===== config.mk =====
export PLATFORM = sky130hd
export DESIGN_NAME = led_status_stretcher
export DESIGN_NICKNAME = d
export VERILOG_FILES = /design/src/rtl/led_stretch_pkg.sv /design/src/rtl/led_src_select.sv /design/src/rtl/led_pulse_stretch.sv /design/src/rtl/led_status_stretcher.sv
export SDC_FILE = /design/constraint.sdc
export NUM_CORES = 1
export LEC_CHECK = 0
export BUFFER_PORTS_ARGS = -buffer_cell sky130_fd_sc_hd__buf_2
export CAP_MARGIN = 20
export CORE_ASPECT_RATIO = 0.7
export CORE_MARGIN = 4
export CORE_UTILIZATION = 40
export CTS_BUF_LIST = sky130_fd_sc_hd__clkbuf_8
export CTS_CLUSTER_DIAMETER = 30
export DETAILED_ROUTE_END_ITERATION = 12
export HOLD_SLACK_MARGIN = 0.03
export SLEW_MARGIN = 25
export SYNTH_ARGS = -nofsm -noshare
export SYNTH_HDL_FRONTEND = slang
export SYNTH_SLANG_ARGS = --single-unit

===== constraint.sdc =====
create_clock -name clk -period 3.6 [get_ports clk]
set_clock_uncertainty 0.15 [all_clocks]
set_input_delay 0.18 -clock clk [delete_from_list [all_inputs] [get_ports clk]]
set_output_delay 0.18 -clock clk [all_outputs]
set_load 0.02 [all_outputs]

===== src/rtl/led_stretch_pkg.sv =====
package led_stretch_pkg;

  typedef enum logic [2:0] {
    MD_OFF  = 3'd0,
    MD_ON   = 3'd1,
    MD_LINK = 3'd2,
    MD_RX   = 3'd3,
    MD_TX   = 3'd4,
    MD_ACT  = 3'd5
  } led_mode_e;

  typedef enum logic [1:0] {
    ST_NONE   = 2'd0,
    ST_NORMAL = 2'd1,
    ST_MEDIUM = 2'd2,
    ST_LONG   = 2'd3
  } led_stretch_e;

  // What the selected source asks the output stage to do
  typedef enum logic [1:0] {
    K_OFF   = 2'd0,
    K_ON    = 2'd1,
    K_LEVEL = 2'd2,
    K_EVENT = 2'd3
  } src_kind_e;

endpackage


===== src/rtl/led_src_select.sv =====
module led_src_select
  import led_stretch_pkg::*;
(
  input  logic [2:0] mode,
  input  logic       link_up,
  input  logic       rx_pulse,
  input  logic       tx_pulse,
  output src_kind_e  kind,
  output logic       val
);

  always_comb begin
    kind = K_OFF;
    val  = 1'b0;
    case (mode)
      MD_ON:   begin kind = K_ON;    val = 1'b1;                end
      MD_LINK: begin kind = K_LEVEL; val = link_up;             end
      MD_RX:   begin kind = K_EVENT; val = rx_pulse;            end
      MD_TX:   begin kind = K_EVENT; val = tx_pulse;            end
      MD_ACT:  begin kind = K_EVENT; val = rx_pulse | tx_pulse; end
      default: begin kind = K_OFF;   val = 1'b0;                end
    endcase
  end

endmodule


===== src/rtl/led_pulse_stretch.sv =====
module led_pulse_stretch
  import led_stretch_pkg::*;
#(
  parameter int unsigned LEN_NORMAL = 1000000,
  parameter int unsigned LEN_MEDIUM = 1750000,
  parameter int unsigned LEN_LONG   = 3500000,
  localparam int unsigned CW        = $clog2(LEN_LONG + 1)
) (
  input  logic       clk,
  input  logic       rst_n,
  input  logic       en,
  input  src_kind_e  kind,
  input  logic       val,
  input  logic [1:0] stretch,
  output logic       led
);

  logic [CW-1:0] len;
  logic [CW-1:0] cnt_q, cnt_n;
  logic          cnt_en;
  logic          led_q, led_n;

  always_comb begin
    case (stretch)
      ST_NORMAL: len = CW'(LEN_NORMAL);
      ST_MEDIUM: len = CW'(LEN_MEDIUM);
      ST_LONG:   len = CW'(LEN_LONG);
      default:   len = CW'(1);
    endcase
  end

  // Next state
  always_comb begin
    cnt_n = '0;
    led_n = 1'b0;
    if (en) begin
      case (kind)
        K_ON:    led_n = 1'b1;
        K_LEVEL: led_n = val;
        K_EVENT: begin
          if (val) begin
            cnt_n = len;
            led_n = 1'b1;
          end else if (cnt_q != '0) begin
            cnt_n = cnt_q - CW'(1);
            led_n = (cnt_q > CW'(1));
          end
        end
        default: led_n = 1'b0;
      endcase
    end
  end

  assign cnt_en = (cnt_q != '0) | (kind == K_EVENT & val);

  // Registers
  always_ff @(posedge clk or negedge rst_n) begin
    if (!rst_n) begin
      cnt_q <= '0;
    end else if (cnt_en) begin
      cnt_q <= cnt_n;
    end
  end

  always_ff @(posedge clk or negedge rst_n) begin
    if (!rst_n) begin
      led_q <= 1'b0;
    end else begin
      led_q <= led_n;
    end
  end

  assign led = led_q;


  off_dark_chk: assert property (@(posedge clk) disable iff (!rst_n)
    !en |=> !led_q);


  force_on_chk: assert property (@(posedge clk) disable iff (!rst_n)
    (en && kind == K_ON) |=> led_q);


  level_follow_chk: assert property (@(posedge clk) disable iff (!rst_n)
    (en && kind == K_LEVEL) |=> (led_q == $past(val)));


  event_lit_chk: assert property (@(posedge clk) disable iff (!rst_n)
    (en && kind == K_EVENT && val) |=> led_q);


  reload_full_chk: assert property (@(posedge clk) disable iff (!rst_n)
    (en && kind == K_EVENT && val) |=> (cnt_q == $past(len)));


  cnt_cap_chk: assert property (@(posedge clk) disable iff (!rst_n)
    cnt_q <= CW'(LEN_LONG));

endmodule


===== src/rtl/led_status_stretcher.sv =====
module led_status_stretcher
  import led_stretch_pkg::*;
#(
  parameter int unsigned LEN_NORMAL = 1000000,
  parameter int unsigned LEN_MEDIUM = 1750000,
  parameter int unsigned LEN_LONG   = 3500000,
  localparam int unsigned NUM_LED   = 2
) (
  input  logic       clk,
  input  logic       rst_n,
  input  logic       led_en,
  input  logic [2:0] mode_a,
  input  logic [1:0] stretch_a,
  input  logic [2:0] mode_b,
  input  logic [1:0] stretch_b,
  input  logic       link_up,
  input  logic       rx_pulse,
  input  logic       tx_pulse,
  output logic       led_a,
  output logic       led_b
);

  logic [2:0] mode_v    [NUM_LED];
  logic [1:0] stretch_v [NUM_LED];
  logic       led_v     [NUM_LED];

  assign mode_v[0]    = mode_a;
  assign mode_v[1]    = mode_b;
  assign stretch_v[0] = stretch_a;
  assign stretch_v[1] = stretch_b;

  for (genvar i = 0; i < NUM_LED; i++) begin : g_led
    src_kind_e kind;
    logic      val;

    led_src_select u_sel (
      .mode     (mode_v[i]),
      .link_up  (link_up),
      .rx_pulse (rx_pulse),
      .tx_pulse (tx_pulse),
      .kind     (kind),
      .val      (val)
    );

    led_pulse_stretch #(
      .LEN_NORMAL (LEN_NORMAL),
      .LEN_MEDIUM (LEN_MEDIUM),
      .LEN_LONG   (LEN_LONG)
    ) u_str (
      .clk     (clk),
      .rst_n   (rst_n),
      .en      (led_en),
      .kind    (kind),
      .val     (val),
      .stretch (stretch_v[i]),
      .led     (led_v[i])
    );
  end

  assign led_a = led_v[0];
  assign led_b = led_v[1];


  reset_dark_chk: assert property (@(posedge clk)
    !rst_n |-> (!led_a && !led_b));

endmodule


==> flow_metrics.tcl, run 1 <==
set metrics [dict create \
    post-route-period-util 0.791 \
    clock-sinks 46 \
    place_ws_ps 802 \
    clk_path_buf_depth 2 \
    final_util 0.449 \
    ant_nets 0 \
    drv_cap 0 \
    ir_drop_uv 361 \
    relSlewSlack 0.537 \
    avgSynthCellArea_um2 9.00 \
    syn_nets 362 \
    yosys_warnings 0 \
    insertion_delay_ps 310 \
    syn_inst 332 \
    tns_ps 0 \
    min_period_ps 2850 \
    max_stage_delay_ps 640 \
    wl_per_cell_um 16.5 \
    path_clk_slew_ps 90 \
    p_leak_nw 1.48 \
    critPathSlowestCell "or4_1" \
    crit_path_end_kind "flop" \
    drt-vias-per-instance 5.80 \
    synth_flop_cell "dfrtp_1" \
    numCtsBuffers 5 \
    synth.area.top_cells "dfrtp_1 39%, a21oi_1 5.9%, ha_1 5.9%" \
    antenna_found_initial 0 \
    worstPathRequired_ps 3610 \
    fin_nets 377 \
    drc 0 \
    htree_levels 2 \
    start_kind "flop" \
    detailedRoute.firstPassIterationCount 4 \
    die_y_um 80.3 \
    status "finished, final reports clean" \
    wl_um 7350 \
    finalWorstSetupSlack_ps 751 \
    fp-row-count 26 \
    drive_gt1_frac 0.121 \
    hold_viol 0 \
    path_cells "or4_1 > or4b_4 > o41ai_4 > a31o_2 > a21oi_1" \
    core-area_mm2 0.00729 \
    dp_hpwl_um 5350 \
    fmax_mhz 351 \
    first_global_vias 2338 \
    arrival_ps 2860 \
    async_flop_share 1.00 \
    worst_slew_pin_slew_ps 687 \
    cts_resized 0 \
    die_area_mm2 0.00894 \
    area_growth_syn_to_layout_pct 9.47 \
    rsz0062_at_grt "false" \
    yosysSeqAreaShare 0.385 \
    grtUsageTotal 0.171 \
    initial_core_util 0.410 \
    syn_area_mm2 0.00299 \
    ioPinCount 18 \
    grt_pass1_wl_um 12200 \
    grt_max_degree 47 \
    synth_cell_types 52 \
    holdWs_ps 158 \
    portBuffers 17 \
    grt_overflow 0 \
    cp_max_fo 10 \
    critical_path_class "reg -> reg" \
    die_x_um 111 \
    synth-edff-count 0 \
    gp_congestion 0.860 \
    n_antenna_cell 0 \
    power_density_mw_per_mm2 949 \
    cts_tree "built" \
    p_total_mw 3.10 \
    synth_top_area_frac 0.385 \
    synth_top_cell_by_area "dfrtp_1" \
    synth_seq_cells 46 \
    dr.first_iter.drc_count 167 \
    vias 2589 \
    root_buffer "clkbuf_8" \
    drv_slew 0 \
    hp-class "in -> reg" \
    post-cts-setup-buffer-count 0 \
    setup_viol 0 \
]
cell type report:
type / instances / area [um2]
fillers: 732 / 4020
multi-input cells: 260 / 1730
well taps: 98 / 123
inverters: 12 / 45.0
clock inverters: 2 / 12.5
repair buffers: 22 / 130
clock buffers: 6 / 82.6
flip-flops and latches: 46 / 1150
flip-flops by register name (all words and copies together), names as in the netlist:
signal,cells
g_led.u_str.cnt_q,44
g_led.u_str.led,2
what timing repair did:
action                                  4_1_cts  5_1_grt
hold endpoints to repair                     47        0
hold buffers                                  2        0
endpoints found under the setup margin        0        0
layout by cell type, fill, tap and decap left out, drive strengths merged, types with 2 or more instances in the layout:
cell type / n
a211oi: 3
a21boi: 3
a21o: 3
a21oi: 35
a221o: 2
a221oi: 4
a31o: 2
and2: 2
and3: 3
and3b: 2
buf: 20
clkbuf: 6
dfrtp: 46
dlygate4sd3: 2
ha: 14
inv: 12
mux2i: 2
nand2: 12
nand3: 11
nand3b: 3
nand4: 5
nor2: 30
nor2b: 4
nor3: 15
nor4: 13
o211ai: 2
o21a: 3
o21ai: 14
o22ai: 2
o2bb2ai: 2
o31ai: 3
or2: 6
or3: 9
or4: 8
or4b: 3
xnor2: 20
xor2: 8
synth_stat cells, drive strengths merged (3+ instances only):
master,number
o21a,3
clkbuf,11
a21boi,3
nand3b,3
dfrtp,46
and3,3
or2,6
nor2b,4
xor2,8
or4,8
a21o,3
buf,3
nor2,30
a221oi,4
nand4,5
nand2,12
nor4,13
xnor2,20
nand3,11
nor3,15
a21oi,35
or3,9
o21ai,14
ha,14
inv,12
or4b,3
o31ai,3
a211oi,3
power breakdown:
part	internal, mW	total (mW)	leakage, nW	switching [mW]
clock	0.155	0.346	0.0472	0.191
combinational	0.844	2.00	0.799	1.16
sequential	0.629	0.752	0.630	0.123
worst paths after layout:
kind | startpoint | end | slack (ps) | depth (start not counted)
setup / recovery | g_led[1].u_str.cnt_q[4] | g_led[1].u_str.cnt_q[8] | 750 | 5
hold / removal | mode_b[2] | g_led[1].u_str.led | 160 | 4
setup reg to reg | g_led[1].u_str.cnt_q[4] | g_led[1].u_str.cnt_q[8] | 750 | 5
hold reg to reg | g_led[0].u_str.cnt_q[1] | g_led[0].u_str.cnt_q[1] | 400 | 1
max in group asynchronous | rst_n | g_led[1].u_str.cnt_q[17] | 2610 | 2
min in group asynchronous | rst_n | g_led[0].u_str.cnt_q[7] | 270 | 2
critical path, delay by kind of cell (launching register included):
| family | cells | cell delay, ps |
|---|---|---|
| flip-flops | 1 | 440 |
| AND/OR/NAND/NOR | 2 | 1250 |
| AO/OA/AOI/OAI | 3 | 870 |
cells by family after synthesis:
family | Yosys count | share of synthesized area
and+or+nand+nor | 130 | 0.241
muxes | 2 | 0.00670
buffers and inverters | 26 | 0.0369
AOI/OAI and AO/OA | 86 | 0.189
DFF | 46 | 0.385
xor gates and xnor gates | 28 | 0.0821
adders and majority gates | 14 | 0.0587
routing by layer:
metal | global-route usage | wire length [um]
met4 | 0.0450 | 72
met1 | 0.285 | 4130
met3 | 0.0301 | 439
met2 | 0.214 | 2710
met5 | 0 | 0
metrics by stage:
step | std cells | cell area (um2)
2_1_floorplan | 332 | 2990
3_3_place_gp | 436 | 3150
3_5_place_dp | 436 | 3150
4_1_cts | 446 | 3270
5_1_grt | 446 | 3270
6_report | 446 | 3270
No activity file was read; power rests on OpenSTA's default activity.
==> run 2: changes to the inputs <==
==> constraint.sdc (replaced) <==
create_clock -name clk -period 3 [get_ports clk]
set_clock_uncertainty 0.15 [all_clocks]
set_input_delay 0.15 -clock clk [delete_from_list [all_inputs] [get_ports clk]]
set_output_delay 0.15 -clock clk [all_outputs]
set_load 0.02 [all_outputs]
==> run 2 against run 1 <==
Compared with the run above: routed wire length is 1.1% higher; non-clock buffer count rose by 3; sequential cell count is the same; sequential power grew 20%; clock power up 15%; cell area grew 0.80%; hold slack better by 24 ps; critical path depth stayed put; combinational power increased by 22%; utilization is 0.36 points higher; first-iteration DRC count rose by 1.2%; critical endpoint is now g_led[1].u_str.cnt_q[7].
==> flow_metrics.tcl, run 2 (synthesized netlist as in run 1, its figures left out) <==
set metrics [dict create \
    post-route-period-util 0.930 \
    rsz0062_at_grt "false" \
    portBuffers 17 \
    fin_nets 380 \
    multi_input_area_mm2 0.00173 \
    final_cell_area_mm2 0.00330 \
    worstPathRequired_ps 3050 \
    wl_um 7420 \
    drive_gt1_frac 0.128 \
    crit_path_end_kind "flop" \
    regArea_mm2 0.00115 \
    drv_slew 0 \
    vias 2602 \
    post-cts-setup-buffer-count 0 \
    drv_cap 0 \
    max_stage_delay_ps 650 \
    final_common_cell "dfrtp_1" \
    fp-row-count 26 \
    detailedRoute.firstPassIterationCount 4 \
    worstSetupEndpoint "g_led[1].u_str.cnt_q[7]" \
    die_x_um 111 \
    worst_slew_pin_slew_ps 707 \
    largest_reg_flops 44 \
    drt-vias-per-instance 5.80 \
    grt_max_degree 47 \
    initial_core_util 0.410 \
    dr.first_iter.drc_count 169 \
    critPathSlowestCell "or4b_4" \
    cts_tree "built" \
    ioPinCount 18 \
    path_clk_slew_ps 90 \
    n_antenna_cell 0 \
    start_kind "flop" \
    tns_ps 0 \
    place_area_mm2 0.00318 \
    power_density_mw_per_mm2 1140 \
    numCtsBuffers 5 \
    first_global_vias 2372 \
    core-area_mm2 0.00729 \
    startpoint "g_led[1].u_str.cnt_q[11]" \
    area_growth_syn_to_layout_pct 10.3 \
    reg2reg_to "g_led[1].u_str.cnt_q[7]" \
    largest-register "g_led.u_str.cnt_q" \
    die_y_um 80.3 \
    dp_hpwl_um 5380 \
    htree_levels 2 \
    final_cell_mix "46 x dfrtp_1, 35 x a21oi_1, 30 x nor2_1" \
    hp-class "in -> reg" \
    die_area_mm2 0.00894 \
    r2r-start "g_led[1].u_str.cnt_q[11]" \
    fillers 724 \
    antenna_found_initial 0 \
    ant_nets 0 \
    root_buffer "clkbuf_8" \
    min_period_ps 2790 \
    drc 0 \
    cp_max_fo 10 \
    rrSetupSlack_ps 210 \
    p_leak_nw 1.50 \
    gp_congestion 0.856 \
    status "finished, final reports clean" \
    clock-sinks 46 \
    grt_overflow 0 \
    grtUsageTotal 0.171 \
    dp.cells 439 \
    r2r_cells 5 \
    relSlewSlack 0.528 \
    p_total_mw 3.75 \
    setup_viol 0 \
    insertion_delay_ps 300 \
    arrival_ps 2840 \
    hold_viol 0 \
    grt_pass1_wl_um 12300 \
    cts_resized 0 \
    finalWorstSetupSlack_ps 209 \
    critical_path_class "reg -> reg" \
    place_ws_ps 240 \
    cts_hold_buffers 2 \
    fmax_mhz 358 \
    clk_path_buf_depth 2 \
    fin_cells 449 \
    path_cells "or4_1 > or4b_4 > o41ai_4 > a31o_2 > nor2_1" \
    ir_drop_uv 479 \
    wl_per_cell_um 16.5 \
]
-- run 2: layout make-up --
| cell class | instances | share of cell area |
|---|---|---|
| multi-input cells | 260 | 0.526 |
| inverters | 12 | 0.0137 |
| repair buffers | 25 | 0.0463 |
| clock buffers | 6 | 0.0251 |
| flip-flops and latches | 46 | 0.349 |
| clock inverters | 2 | 0.00266 |
| well taps | 98 | 0.0372 |
-- run 2: worst min path at each step --
| stage | startpoint | depth (start not counted) | to | slack, ps |
|---|---|---|---|---|
| CTS | mode_b[2] | 4 | g_led[1].u_str.led | 190 |
| detailed placement | rst_n | 1 | g_led[0].u_str.cnt_q[5] | 60 |
| floorplan | rst_n | 0 | g_led[0].u_str.cnt_q[0] | -300 |
| global placement | rst_n | 1 | g_led[0].u_str.cnt_q[7] | 260 |
| global route | stretch_b[1] | 4 | g_led[1].u_str.cnt_q[12] | 220 |
| finish | mode_b[2] | 4 | g_led[1].u_str.led | 180 |
-- run 2: critical path, delay by kind of cell, from the launching register on --
kind / cells / cell delay (ps)
AOI/OAI and AO/OA: 2 / 800
DFF: 1 / 410
and+or+nand+nor: 3 / 1320
-- run 2: metrics by stage --
step / util / hold slack (ps)
2_1_floorplan: - / -296
3_5_place_dp: 0.436 / 55.3
4_1_cts: 0.451 / 189
3_3_place_gp: 0.436 / 258
5_1_grt: 0.452 / 217
6_report: 0.452 / 182
-- run 2: report_power, final --
group / total (mW) / internal (mW) / leakage [nW] / switching, mW
Clock: 0.399 / 0.183 / 0.0524 / 0.216
Combinational: 2.45 / 1.03 / 0.814 / 1.42
Sequential: 0.899 / 0.754 / 0.630 / 0.145
Total: 3.75 / 1.97 / 1.50 / 1.78
-- run 2: layer usage --
layer | track usage | vias to the layer above | routed length, um
li1 | - | 1253 | -
met4 | 0.0413 | 0 | 67
met1 | 0.276 | 1283 | 4120
met3 | 0.0346 | 7 | 399
met5 | 0 | - | 0
met2 | 0.226 | 59 | 2840
==> run 3: changes to the inputs <==
--- a/config.mk
+++ b/config.mk
@@ -5,6 +5,7 @@
 export SDC_FILE = /design/constraint.sdc
 export NUM_CORES = 1
 export LEC_CHECK = 0
+export ABC_AREA = 1
 export BUFFER_PORTS_ARGS = -buffer_cell sky130_fd_sc_hd__buf_2
 export CAP_MARGIN = 20
 export CORE_ASPECT_RATIO = 0.7
==> run 3 against run 2 <==
Compared with the run above: routed wire length increased by 13%; maximum frequency increased by 31%; first-iteration DRC count increased by 35%; clock power increased by 22%; critical path depth increased by 6; cell area increased by 11%; global-route usage increased by 0.68 points; sequential share of layout area decreased by 3.5 points; power decreased by 16%; critical endpoint is now g_led[0].u_str.cnt_q[0]; highest routed layer unchanged.
==> flow_metrics.tcl, run 3 <==
set metrics [dict create \
    worstPathRequired_ps 3030 \
    path_clk_slew_ps 100 \
    vias 3076 \
    drt-vias-per-instance 5.27 \
    async_flop_share 1.00 \
    ir_drop_uv 289 \
    synth_top_family_by_area "simple AND/OR/NAND/NOR gates" \
    post-cts-setup-buffer-count 0 \
    synth_seq_cells 46 \
    synthSimpleGateAreaFrac 0.381 \
    die_y_um 84.4 \
    area_growth_syn_to_layout_pct 9.56 \
    avgSynthCellArea_um2 7.27 \
    drive_gt1_frac 0.147 \
    root_buffer "clkbuf_8" \
    synthMuxAreaShare 0 \
    p_total_mw 3.14 \
    dr.first_iter.drc_count 228 \
    rsz0062_at_grt "false" \
    synth_compound_area_frac 0.110 \
    holdWs_ps 76.7 \
    yosysMostFrequentCell "nand2_1" \
    min_period_ps 2140 \
    fp-row-count 27 \
    insertion_delay_ps 310 \
    dp.cells 574 \
    relSlewSlack 0.579 \
    final_common_cell "nand2_1" \
    drv_slew 0 \
    synthAdderAreaFrac 0.0525 \
    status "finished, final reports clean" \
    synth.area.top_cells "dfrtp_1 34%, nand2_1 10%, nor2_1 7.8%" \
    die_area_mm2 0.00989 \
    critical_path_class "reg -> reg" \
    arrival_ps 2160 \
    detailedRoute.firstPassIterationCount 5 \
    core-area_mm2 0.00801 \
    cts_tree "built" \
    ant_nets 0 \
    fmax_mhz 468 \
    synth-edff-count 0 \
    synth_top_cell_by_area "dfrtp_1" \
    synth_xor_xnor_area_share 0.0394 \
    hold_viol 0 \
    yosys_warnings 0 \
    grt_max_degree 47 \
    n_antenna_cell 0 \
    dp_hpwl_um 6560 \
    wl_um 8420 \
    largest-register "g_led.u_str.cnt_q" \
    cp_max_fo 6 \
    start_kind "flop" \
    crit_path_end_kind "flop" \
    synth_common_cells "90 x nand2_1, 69 x nor2_1, 50 x inv_1" \
    first_global_vias 2773 \
    final_cell_mix "90 x nand2_1, 69 x nor2_1, 50 x inv_1" \
    post-route-period-util 0.712 \
    fin_cells 584 \
    ioPinCount 18 \
    worst_slew_pin_slew_ps 632 \
    htree_levels 2 \
    fillers 801 \
    p_leak_nw 1.94 \
    power_density_mw_per_mm2 860 \
    synth_cell_types 41 \
    drc 0 \
    clock-sinks 46 \
    clk_path_buf_depth 2 \
    fin_nets 512 \
    initial_core_util 0.417 \
    syn_area_mm2 0.00334 \
    wl_per_cell_um 14.4 \
    grt_overflow 0 \
    gp_congestion 0.862 \
    setup_viol 0 \
    largest_reg_flops 44 \
    portBuffers 17 \
    drv_cap 0 \
    tns_ps 0 \
    syn_nets 489 \
    syn_inst 459 \
    yosysSeqAreaShare 0.345 \
    synth_flop_cell "dfrtp_1" \
    grt_pass1_wl_um 14100 \
    synth_top_area_frac 0.345 \
    numCtsBuffers 5 \
    hp-class "in -> reg" \
    antenna_found_initial 0 \
    die_x_um 117 \
    grtUsageTotal 0.178 \
]
run 3: final cells by class:
type                    instances  area [um2]  area share
inverters                      55         206      0.0564
clock inverters                 3        43.8      0.0120
flip-flops and latches         46        1150       0.315
multi-input cells             354        1950       0.532
repair buffers                 20         115      0.0315
clock buffers                   5        68.8      0.0188
well taps                     101         126      0.0346
run 3: timing repair:
item	4_1_cts	5_1_grt
endpoints found under the hold margin	50	0
gates resized for setup	0	0
hold buffers	2	0
run 3: cells by family after synthesis:
group,after synthesis
fa+ha+maj,14
flops,46
simple gates,261
xor+xnor,15
compound gates,64
buf+inv,59
run 3: critical path, cell delays in order (launching register included):
cell and delay, ps:
dfrtp_1 410, inv_1 150, ha_1 320, nand2_2 140, nor2_4 180, nand2_4 90, nor2_8 130, inv_2 100
nand3_1 110, nand2_1 60, nand2_1 80, o21ai_0 90
run 3: worst paths after layout:
kind	slack, ps	start	cells past startpoint	endpoint
hold / removal	80	mode_a[0]	4	g_led[0].u_str.led
hold reg to reg	420	g_led[0].u_str.cnt_q[16]	2	g_led[0].u_str.cnt_q[16]
setup / recovery	860	g_led[0].u_str.cnt_q[0]	11	g_led[0].u_str.cnt_q[0]
min in group asynchronous	260	rst_n	2	g_led[1].u_str.cnt_q[7]
max in group asynchronous	2010	rst_n	2	g_led[1].u_str.cnt_q[1]
setup reg to reg	860	g_led[0].u_str.cnt_q[0]	11	g_led[0].u_str.cnt_q[0]
run 3: power by group:
part / switching [mW] / internal [mW]
clock: 0.237 / 0.250
sequential: 0.0957 / 0.709
combinational: 1.22 / 0.628
total: 1.56 / 1.59
run 3: metal layers:
| metal | share of wire | track usage |
|---|---|---|
| met5 | 0 | 0 |
| met4 | 0.0072 | 0.0302 |
| met3 | 0.089 | 0.0396 |
| met2 | 0.36 | 0.214 |
| met1 | 0.55 | 0.311 |
run 3: stage by stage:
| step | utilization | cell area, um2 | setup WS, ps |
|---|---|---|---|
| after floorplan | - | 3340 | 1180 |
| after CTS | 0.457 | 3660 | 891 |
| after global routing | 0.457 | 3660 | 652 |
| after global placement | 0.440 | 3520 | 951 |
| final | 0.457 | 3660 | 865 |
| after detailed placement | 0.440 | 3520 | 914 |
